$ cat src/rtl/cs_seq_pkg.sv
package cs_seq_pkg;
  typedef enum logic [2:0] {
    PH_IDLE,
    PH_SETUP,
    PH_ACCESS,
    PH_HOLD,
    PH_DONE
  } phase_e;

  // Slot index of each field inside a timing word; slot k spans [k*FW +: FW]
  localparam int SLOT_RD_HOLD   = 0;
  localparam int SLOT_RD_ACCESS = 1;
  localparam int SLOT_RD_SETUP  = 2;
  localparam int SLOT_WR_HOLD   = 3;
  localparam int SLOT_WR_ACCESS = 4;
  localparam int SLOT_WR_SETUP  = 5;
  localparam int NUM_SLOTS      = 6;

  // Boot bank word: zero setup, maximum access and hold (2-bit fields)
  localparam logic [11:0] BOOT_TIMING_2B = {2'd0, 2'd3, 2'd3, 2'd0, 2'd3, 2'd3};
endpackage

$ cat src/rtl/cs_tim_select.sv
module cs_tim_select #(
  parameter int FIELD_W = 2,
  localparam int TIM_W = cs_seq_pkg::NUM_SLOTS * FIELD_W
) (
  input  logic               write_i,
  input  logic               dma_i,
  input  logic [TIM_W-1:0]   bank_tim_i,
  input  logic [TIM_W-1:0]   dma_tim_i,
  output logic [FIELD_W-1:0] setup_o,
  output logic [FIELD_W-1:0] access_o,
  output logic [FIELD_W-1:0] hold_o
);
  import cs_seq_pkg::*;

  logic [TIM_W-1:0]   word;
  logic [FIELD_W-1:0] raw_access;

  assign word = dma_i ? dma_tim_i : bank_tim_i;

  always_comb begin
    if (write_i) begin
      setup_o    = word[SLOT_WR_SETUP*FIELD_W  +: FIELD_W];
      raw_access = word[SLOT_WR_ACCESS*FIELD_W +: FIELD_W];
      hold_o     = word[SLOT_WR_HOLD*FIELD_W   +: FIELD_W];
    end else begin
      setup_o    = word[SLOT_RD_SETUP*FIELD_W  +: FIELD_W];
      raw_access = word[SLOT_RD_ACCESS*FIELD_W +: FIELD_W];
      hold_o     = word[SLOT_RD_HOLD*FIELD_W   +: FIELD_W];
    end
  end

  // Access phase never shorter than one bus clock
  assign access_o = (raw_access == '0) ? FIELD_W'(1) : raw_access;
endmodule

$ cat src/rtl/cs_phase_ctr.sv
module cs_phase_ctr #(
  parameter int FIELD_W = 2,
  localparam int CW = FIELD_W + 1
) (
  input  logic               clk_i,
  input  logic               rst_ni,
  input  logic               start_i,
  input  logic [FIELD_W-1:0] ld_setup_i,
  input  logic [FIELD_W-1:0] ld_access_i,
  input  logic [FIELD_W-1:0] sn_access_i,
  input  logic [FIELD_W-1:0] sn_hold_i,
  output cs_seq_pkg::phase_e phase_o,
  output logic [CW-1:0]      cnt_o,
  output logic               accept_o
);
  import cs_seq_pkg::*;

  // Bus clocks to last-tick index in 2x ticks
  function automatic logic [CW-1:0] ticks(input logic [FIELD_W-1:0] n);
    return {n, 1'b0} - CW'(1);
  endfunction

  phase_e        phase_n;
  logic [CW-1:0] cnt_n;

  assign accept_o = start_i && (phase_o == PH_IDLE);

  always_comb begin
    phase_n = phase_o;
    cnt_n   = cnt_o;
    unique case (phase_o)
      PH_IDLE: if (accept_o) begin
        if (ld_setup_i != '0) begin
          phase_n = PH_SETUP;
          cnt_n   = ticks(ld_setup_i);
        end else begin
          phase_n = PH_ACCESS;
          cnt_n   = ticks(ld_access_i);
        end
      end
      PH_SETUP: begin
        if (cnt_o != '0) cnt_n = cnt_o - CW'(1);
        else begin
          phase_n = PH_ACCESS;
          cnt_n   = ticks(sn_access_i);
        end
      end
      PH_ACCESS: begin
        if (cnt_o != '0) cnt_n = cnt_o - CW'(1);
        else if (sn_hold_i != '0) begin
          phase_n = PH_HOLD;
          cnt_n   = ticks(sn_hold_i);
        end else phase_n = PH_DONE;
      end
      PH_HOLD: begin
        if (cnt_o != '0) cnt_n = cnt_o - CW'(1);
        else phase_n = PH_DONE;
      end
      PH_DONE: phase_n = PH_IDLE;
      default: phase_n = PH_IDLE;
    endcase
  end

  always_ff @(posedge clk_i) begin
    if (!rst_ni) begin
      phase_o <= PH_IDLE;
      cnt_o   <= '0;
    end else begin
      phase_o <= phase_n;
      cnt_o   <= cnt_n;
    end
  end


  busy_holds_chk: assert property (@(posedge clk_i) disable iff (!rst_ni)
    (phase_o inside {PH_SETUP, PH_ACCESS, PH_HOLD}) |=> (phase_o != PH_IDLE));


  done_to_idle_chk: assert property (@(posedge clk_i) disable iff (!rst_ni)
    (phase_o == PH_DONE) |=> (phase_o == PH_IDLE));
endmodule

$ cat src/rtl/cs_strobe_gen.sv
module cs_strobe_gen #(
  parameter int FIELD_W = 2,
  localparam int CW = FIELD_W + 1
) (
  input  logic               clk_i,
  input  logic               rst_ni,
  input  cs_seq_pkg::phase_e phase_i,
  input  logic [CW-1:0]      cnt_i,
  input  logic               sn_write_i,
  input  logic [FIELD_W-1:0] sn_hold_i,
  output logic               cs_o,
  output logic               rd_o,
  output logic               wr_o,
  output logic               latch_o,
  output logic               done_o
);
  import cs_seq_pkg::*;

  logic zero_hold_rd;
  logic last_access;
  logic first_hold;

  assign zero_hold_rd = !sn_write_i && (sn_hold_i == '0);
  assign last_access  = (phase_i == PH_ACCESS) && (cnt_i == '0);
  assign first_hold   = (phase_i == PH_HOLD) && (cnt_i == ({sn_hold_i, 1'b0} - CW'(1)));

  assign cs_o    = (phase_i == PH_SETUP) ||
                   ((phase_i == PH_ACCESS) && !(zero_hold_rd && last_access));
  assign rd_o    = (phase_i == PH_ACCESS) && !sn_write_i;
  assign wr_o    = (phase_i == PH_ACCESS) &&  sn_write_i;
  assign latch_o = !sn_write_i && (zero_hold_rd ? last_access : first_hold);
  assign done_o  = (phase_i == PH_DONE);


  strobe_excl_chk: assert property (@(posedge clk_i) disable iff (!rst_ni)
    !(rd_o && wr_o));


  strobe_under_cs_chk: assert property (@(posedge clk_i) disable iff (!rst_ni)
    ($rose(rd_o) || $rose(wr_o)) |-> cs_o);


  latch_read_only_chk: assert property (@(posedge clk_i) disable iff (!rst_ni)
    latch_o |-> !wr_o);


  latch_single_chk: assert property (@(posedge clk_i) disable iff (!rst_ni)
    latch_o |=> !latch_o);
endmodule

$ cat src/rtl/cs_access_seq.sv
module cs_access_seq #(
  parameter int FIELD_W = 2,
  localparam int TIM_W = cs_seq_pkg::NUM_SLOTS * FIELD_W,
  localparam int CW = FIELD_W + 1
) (
  input  logic             clk2x_i,
  input  logic             rst_ni,
  input  logic             start_i,
  input  logic             write_i,
  input  logic             dma_i,
  input  logic [TIM_W-1:0] bank_tim_i,
  input  logic [TIM_W-1:0] dma_tim_i,
  output logic             cs_o,
  output logic             rd_o,
  output logic             wr_o,
  output logic             latch_o,
  output logic             done_o
);
  import cs_seq_pkg::*;

  logic [FIELD_W-1:0] ld_setup, ld_access, ld_hold;
  logic [FIELD_W-1:0] sn_access, sn_hold;
  logic               sn_write;
  logic               accept;
  phase_e             phase;
  logic [CW-1:0]      cnt;

  cs_tim_select #(.FIELD_W(FIELD_W)) sel_i (
    .write_i    (write_i),
    .dma_i      (dma_i),
    .bank_tim_i (bank_tim_i),
    .dma_tim_i  (dma_tim_i),
    .setup_o    (ld_setup),
    .access_o   (ld_access),
    .hold_o     (ld_hold)
  );

  // Snapshot of the accepted access; live inputs are not used afterwards
  always_ff @(posedge clk2x_i) begin
    if (!rst_ni) begin
      sn_access <= FIELD_W'(1);
      sn_hold   <= '0;
      sn_write  <= 1'b0;
    end else if (accept) begin
      sn_access <= ld_access;
      sn_hold   <= ld_hold;
      sn_write  <= write_i;
    end
  end

  cs_phase_ctr #(.FIELD_W(FIELD_W)) ctr_i (
    .clk_i       (clk2x_i),
    .rst_ni      (rst_ni),
    .start_i     (start_i),
    .ld_setup_i  (ld_setup),
    .ld_access_i (ld_access),
    .sn_access_i (sn_access),
    .sn_hold_i   (sn_hold),
    .phase_o     (phase),
    .cnt_o       (cnt),
    .accept_o    (accept)
  );

  cs_strobe_gen #(.FIELD_W(FIELD_W)) gen_i (
    .clk_i      (clk2x_i),
    .rst_ni     (rst_ni),
    .phase_i    (phase),
    .cnt_i      (cnt),
    .sn_write_i (sn_write),
    .sn_hold_i  (sn_hold),
    .cs_o       (cs_o),
    .rd_o       (rd_o),
    .wr_o       (wr_o),
    .latch_o    (latch_o),
    .done_o     (done_o)
  );


  done_quiet_chk: assert property (@(posedge clk2x_i) disable iff (!rst_ni)
    done_o |-> (!cs_o && !rd_o && !wr_o));
endmodule

$ cat config.mk
export PLATFORM = sky130hd
export DESIGN_NAME = cs_access_seq
export DESIGN_NICKNAME = d
export VERILOG_FILES = /design/src/rtl/cs_seq_pkg.sv /design/src/rtl/cs_tim_select.sv /design/src/rtl/cs_phase_ctr.sv /design/src/rtl/cs_strobe_gen.sv /design/src/rtl/cs_access_seq.sv
export SDC_FILE = /design/constraint.sdc
export NUM_CORES = 1
export LEC_CHECK = 0
export ABC_AREA = 1
export ABC_CLOCK_PERIOD_IN_PS = 3900
export BUFFER_PORTS_ARGS = -buffer_cell sky130_fd_sc_hd__buf_2
export CORE_MARGIN = 8
export CORE_UTILIZATION = 30
export DETAILED_ROUTE_END_ITERATION = 7
export MAX_ROUTING_LAYER = met4
export PLACE_DENSITY = 0.64
export SLEW_MARGIN = 20
export SYNTH_ARGS = -nofsm -noshare
export SYNTH_HDL_FRONTEND = slang
export SYNTH_SLANG_ARGS = --single-unit
$ cat constraint.sdc
create_clock -name clk2x_i -period 3.9 [get_ports clk2x_i]
set_input_delay 0.39 -clock clk2x_i [delete_from_list [all_inputs] [get_ports clk2x_i]]
set_output_delay 0.39 -clock clk2x_i [all_outputs]
set_load 0.02 [all_outputs]
After elaboration in Yosys (flattened, before gate mapping)
Index checks and enable logic that the tools add are counted.
Cells by class
  $add $sub $neg: 5
  equal/unequal tests: 11
  muxes and demuxes: 20
  reduce and logical (&&, ||, !) cells: 22
Operator list (number)
  $mux W3: 11
  $pmux W3 S4: 2
  $sub A3 B1 Y3 const B: 5
  $mux W12: 1
  $mux W2: 5
  $logic_and A1 B1 Y1: 9
  $ne A2 B2 Y1 const B: 4
  $reduce_and A4 Y1: 2
  $eq A3 B2 Y1 const B: 2
  $logic_not A3 Y1: 2
  $logic_not A2 Y1: 2
  $reduce_bool A2 Y1: 2
  $reduce_bool A4 Y1: 1
  $eq A3 B1 Y1 const B: 1
  $eq A3 B3 Y1: 1
  $eq A3 B3 Y1 const B: 1
  $ne A3 B1 Y1 const B: 1
  $reduce_bool A3 Y1: 1
  $logic_not A1 Y1: 2
  $ne A2 B1 Y1 const B: 1
  $logic_or A1 B1 Y1: 1
  $mux W1: 1
Storage, ports and cells
  register bits: 11
  input bits: 29
  output and inout bits: 5
  word-level logic and storage cells: 63

Logic depth before layout (Yosys ltp)
  depth in word-level cells: 8
  mapped depth: 11
  gate-level depth less buffers: 10

By module
A second synthesis with hierarchy kept.
Unflattened totals
  cells, all modules: 217
  area total of the unflattened synthesis: 1217.4 µm²
By module, submodules not included
  cs_phase_ctr: instances 1, cells an instance 100, area an instance 576.8 µm², sequential area each 120.1 µm²
  cs_tim_select: instances 1, cells an instance 51, area an instance 264.0 µm², sequential area each 0.0 µm²
  cs_access_seq: instances 1, cells an instance 30, area an instance 212.7 µm², sequential area each 100.1 µm²
  cs_strobe_gen: instances 1, cells an instance 36, area an instance 163.9 µm², sequential area each 0.0 µm²

Least setup slack after synthesis
No wires, ideal clock.
  path type: register -> output
  start point: register sn_hold[0]
  end point: output port latch_o
  data arrival time: 1550 ps
  data required time: 3510 ps
  setup slack: 1960 ps
  cell stages (with the launch flop): 5
  buffers on the path: 0
  cell sequence: dfxtp_1 inv_1 ha_1 xnor2_1 o41ai_1
Between the ends
  longest elaborated chain between the ends: 5
  elaborated cells on any way between the ends: 7
  classes of those cells: 1 x add/sub; 1 x eq/ne; 1 x mux; 4 x reduce/logical
Ends and longest elaborated chain
  start: declaration: RTL line cs_access_seq.sv:22  | logic [FIELD_W-1:0] sn_access, sn_hold;
  start signal: assignment: RTL line cs_access_seq.sv:46  | sn_hold <= ld_hold;
  $sub A3 B1 Y3: RTL line cs_strobe_gen.sv:25  | assign first_hold = (phase_i == PH_HOLD) && (cnt_i == ({sn_hold_i, 1'b0} - CW'(1)));
  $eq A3 B3 Y1: RTL line cs_strobe_gen.sv:25
  $logic_and A1 B1 Y1: RTL line cs_strobe_gen.sv:25
  $mux W1 *: RTL line cs_strobe_gen.sv:31  | assign latch_o = !sn_write_i && (zero_hold_rd ? last_access : first_hold);
  $logic_and A1 B1 Y1 *: RTL line cs_strobe_gen.sv:31
  end: declaration: RTL line cs_access_seq.sv:16  | output logic latch_o,
Mark *: on every way between the ends. The rest lies on a longest branch, timed or not.

Final worst setup path
Same ends and word-level chain as after synthesis.

==> impl_metrics.toml <==
[die]
rows = 20
fp.dieH_um = 73
core_area_sq_um = 3080
die_x_um = 73
start_util_pct = 31.7
pin_count = 34
dieArea_sq_um = 5330

[timing]
maxSlewViolCount = 0
fin_ws_ns = 1.85
tightest_slew_ns = 0.268
fin_crit_ns = 2.05
relSlewSlack_pct = 81.9
skew_ns = 0.000348
period_share_pct = 52.6
rsz0062_at_grt = "false"
setup_viol = 0
fin_tns_setup_ns = 0
fmax_mhz = 487
finalHoldViolCount = 0

[hold_path]
hold_start = "dma_tim_i[7]"
min_path_cells = 3
holdPathEnd = "sn_hold[1]$_SDFFE_PN0P_"
hold_path.class = "in2reg"

[worst_setup_path]
crit_arrival_ns = 1.66
r2r_slack_ns = 2.45
crit_fanout = 3
path_class = "reg2out"
critPathRequiredTime_ns = 3.51
cp-end-kind = "output port"
reg2reg_from = "ctr_i.cnt_o[0]$_SDFFE_PN0P_"
regToRegEndpoint = "ctr_i.cnt_o[1]$_SDFFE_PN0P_"
r2r_cells = 9
start_kind = "register"

[logic_synthesis]
synth_area_per_cell_sq_um = 5.77
yosys_warnings = 0
synth_edf_count = 0
syn_area_sq_um = 975
syn_inst = 169
synth_flop_cell = "dfxtp_1"
synth_seq_cells = 11
syn_nets = 201
seq_area_frac_synth_pct = 22.6
yosysUniqueCellTypes = 23
synth.top_cell.area_share_pct = 22.6
yosys.area.top_type = "dfxtp_1"
async_flop_share_pct = 0
synth_area_leaders = "dfxtp_1, nand2_1, nand3_1"

[global_routing]
grt_pass1_vias = 1018
grt_max_degree = 14
gr-total-overflow = 0
antenna_found_initial = 0
grt.total_usage_pct = 10.7
grt_pass1_wl_um = 4470

[placed_design]
placed_area_sq_um = 1160
gp_congestion = 0.856
dp_hpwl_um = 2120
place_ws_ns = 2.18
port_buffers = 33

[routing]
wl_per_cell_um = 10.5
drt_iter0_drc = 47
wl_um = 2580
drt_pass1_iterations = 4
antenna_left = 0
viasPerCell = 4.31
drc_errors = 0
vias = 1061

[cts]
cts_setup_buffers = 0
cts_buffer_depth = 2
hold_buffers = 0
clock_latency_ns = 0.27
htree_levels = 1
cts_root_buf = "clkbuf_4"
cts_tree = "done"
cts-resized-gates = 0
cts_buffers = 3
numClockSinks = 11
clk_pin_slew_ns = 0.07

[finish]
finish.net_count = 235
layout_common_cells = "nand2_1, buf_2, nor2_1"
fin_area_sq_um = 1190
layout_commonest_cell = "nand2_1"
syn_to_final_growth_pct = 22.1
drive_above_1_share_pct = 24.8
antenna_cells = 0

[run_status]
status = "completed"

[flow_run]
maxCapViolations = 0

[power]
power_density_nw_per_um2 = 616
leakage_uw = 0.000633
ir_worst_vdd_uv = 141
==> Yosys cell counts (3+ instances only) <==
cell / instances
o21ai_0: 13
inv_1: 20
a21oi_1: 9
dfxtp_1: 11
nor2_1: 22
nand2_1: 46
inv_2: 5
nand2_2: 4
ha_1: 3
nand3_1: 18
==> sequential cells by signal (all words and copies together), names as in the netlist <==
register	cells
sn_write	1
sn_hold	2
sn_access	2
ctr_i.phase_o	3
ctr_i.cnt_o	3
==> per-stage QoR <==
| step | cells | hold slack (ns) | utilization (%) | total power (uW) |
|---|---|---|---|---|
| 2_1_floorplan | 169 | 0.475 | - | 546 |
| 3_3_place_gp | 242 | 0.503 | 37.8 | 656 |
| 3_5_place_dp | 242 | 0.508 | 37.8 | 653 |
| 4_1_cts | 246 | 0.438 | 38.7 | 736 |
| 5_1_grt | 246 | 0.471 | 38.7 | 821 |
| 6_report | 246 | 0.449 | 38.7 | 733 |
==> layout make-up <==
type                            instances  area [sq um]
Tap cell                               44          55.1
Clock buffer                            4          26.3
Inverter                               25          93.8
Fill cell                             359          1890
Sequential cell                        11           220
Timing Repair Buffer                   33           165
Multi-Input combinational cell        129           629
==> cell families after synthesis <==
family          count (synthesis)  share of synthesized area, %
fa+ha+maj                       3                          3.85
flops                          11                          22.6
compound gates                 28                          15.9
xor+xnor                        3                          2.70
simple gates                   95                          42.1
buf+inv                        29                          12.8
==> worst max-delay path: stages, from the launching register on <==
cell	delay, ns
dfxtp_1	0.38
inv_1	0.07
ha_1	0.21
inv_1	0.09
nand3_1	0.08
o41ai_1	0.34
buf_2	0.23
==> report_power, final <==
group	internal (uW)	leakage, uW	switching (uW)
sequential	153	0.0000909	41.1
clock	39.6	0.0000150	40.6
combinational	163	0.000528	296
==> worst max-delay path by stage <==
stage | from | endpoint | slack, ns | cells after the start
2_1_floorplan | sn_hold[0]$_SDFFE_PN0P_ | latch_o | 1.96 | 4
3_3_place_gp | sn_hold[0]$_SDFFE_PN0P_ | latch_o | 2.21 | 6
3_5_place_dp | sn_hold[0]$_SDFFE_PN0P_ | latch_o | 2.18 | 6
4_1_cts | sn_hold[0]$_SDFFE_PN0P_ | latch_o | 1.86 | 6
5_1_grt | sn_hold[0]$_SDFFE_PN0P_ | latch_o | 1.71 | 6
6_report | sn_hold[0]$_SDFFE_PN0P_ | latch_o | 1.85 | 6
==> layer usage <==
layer	routed length [um]	global-route usage (%)	up-vias
li1	-	-	609
met1	1380	13.9	420
met2	1080	15.7	30
met3	99	1.79	2
met4	26	4.67	0
met5	0	-	-
(Power assumes the default switching activity.)
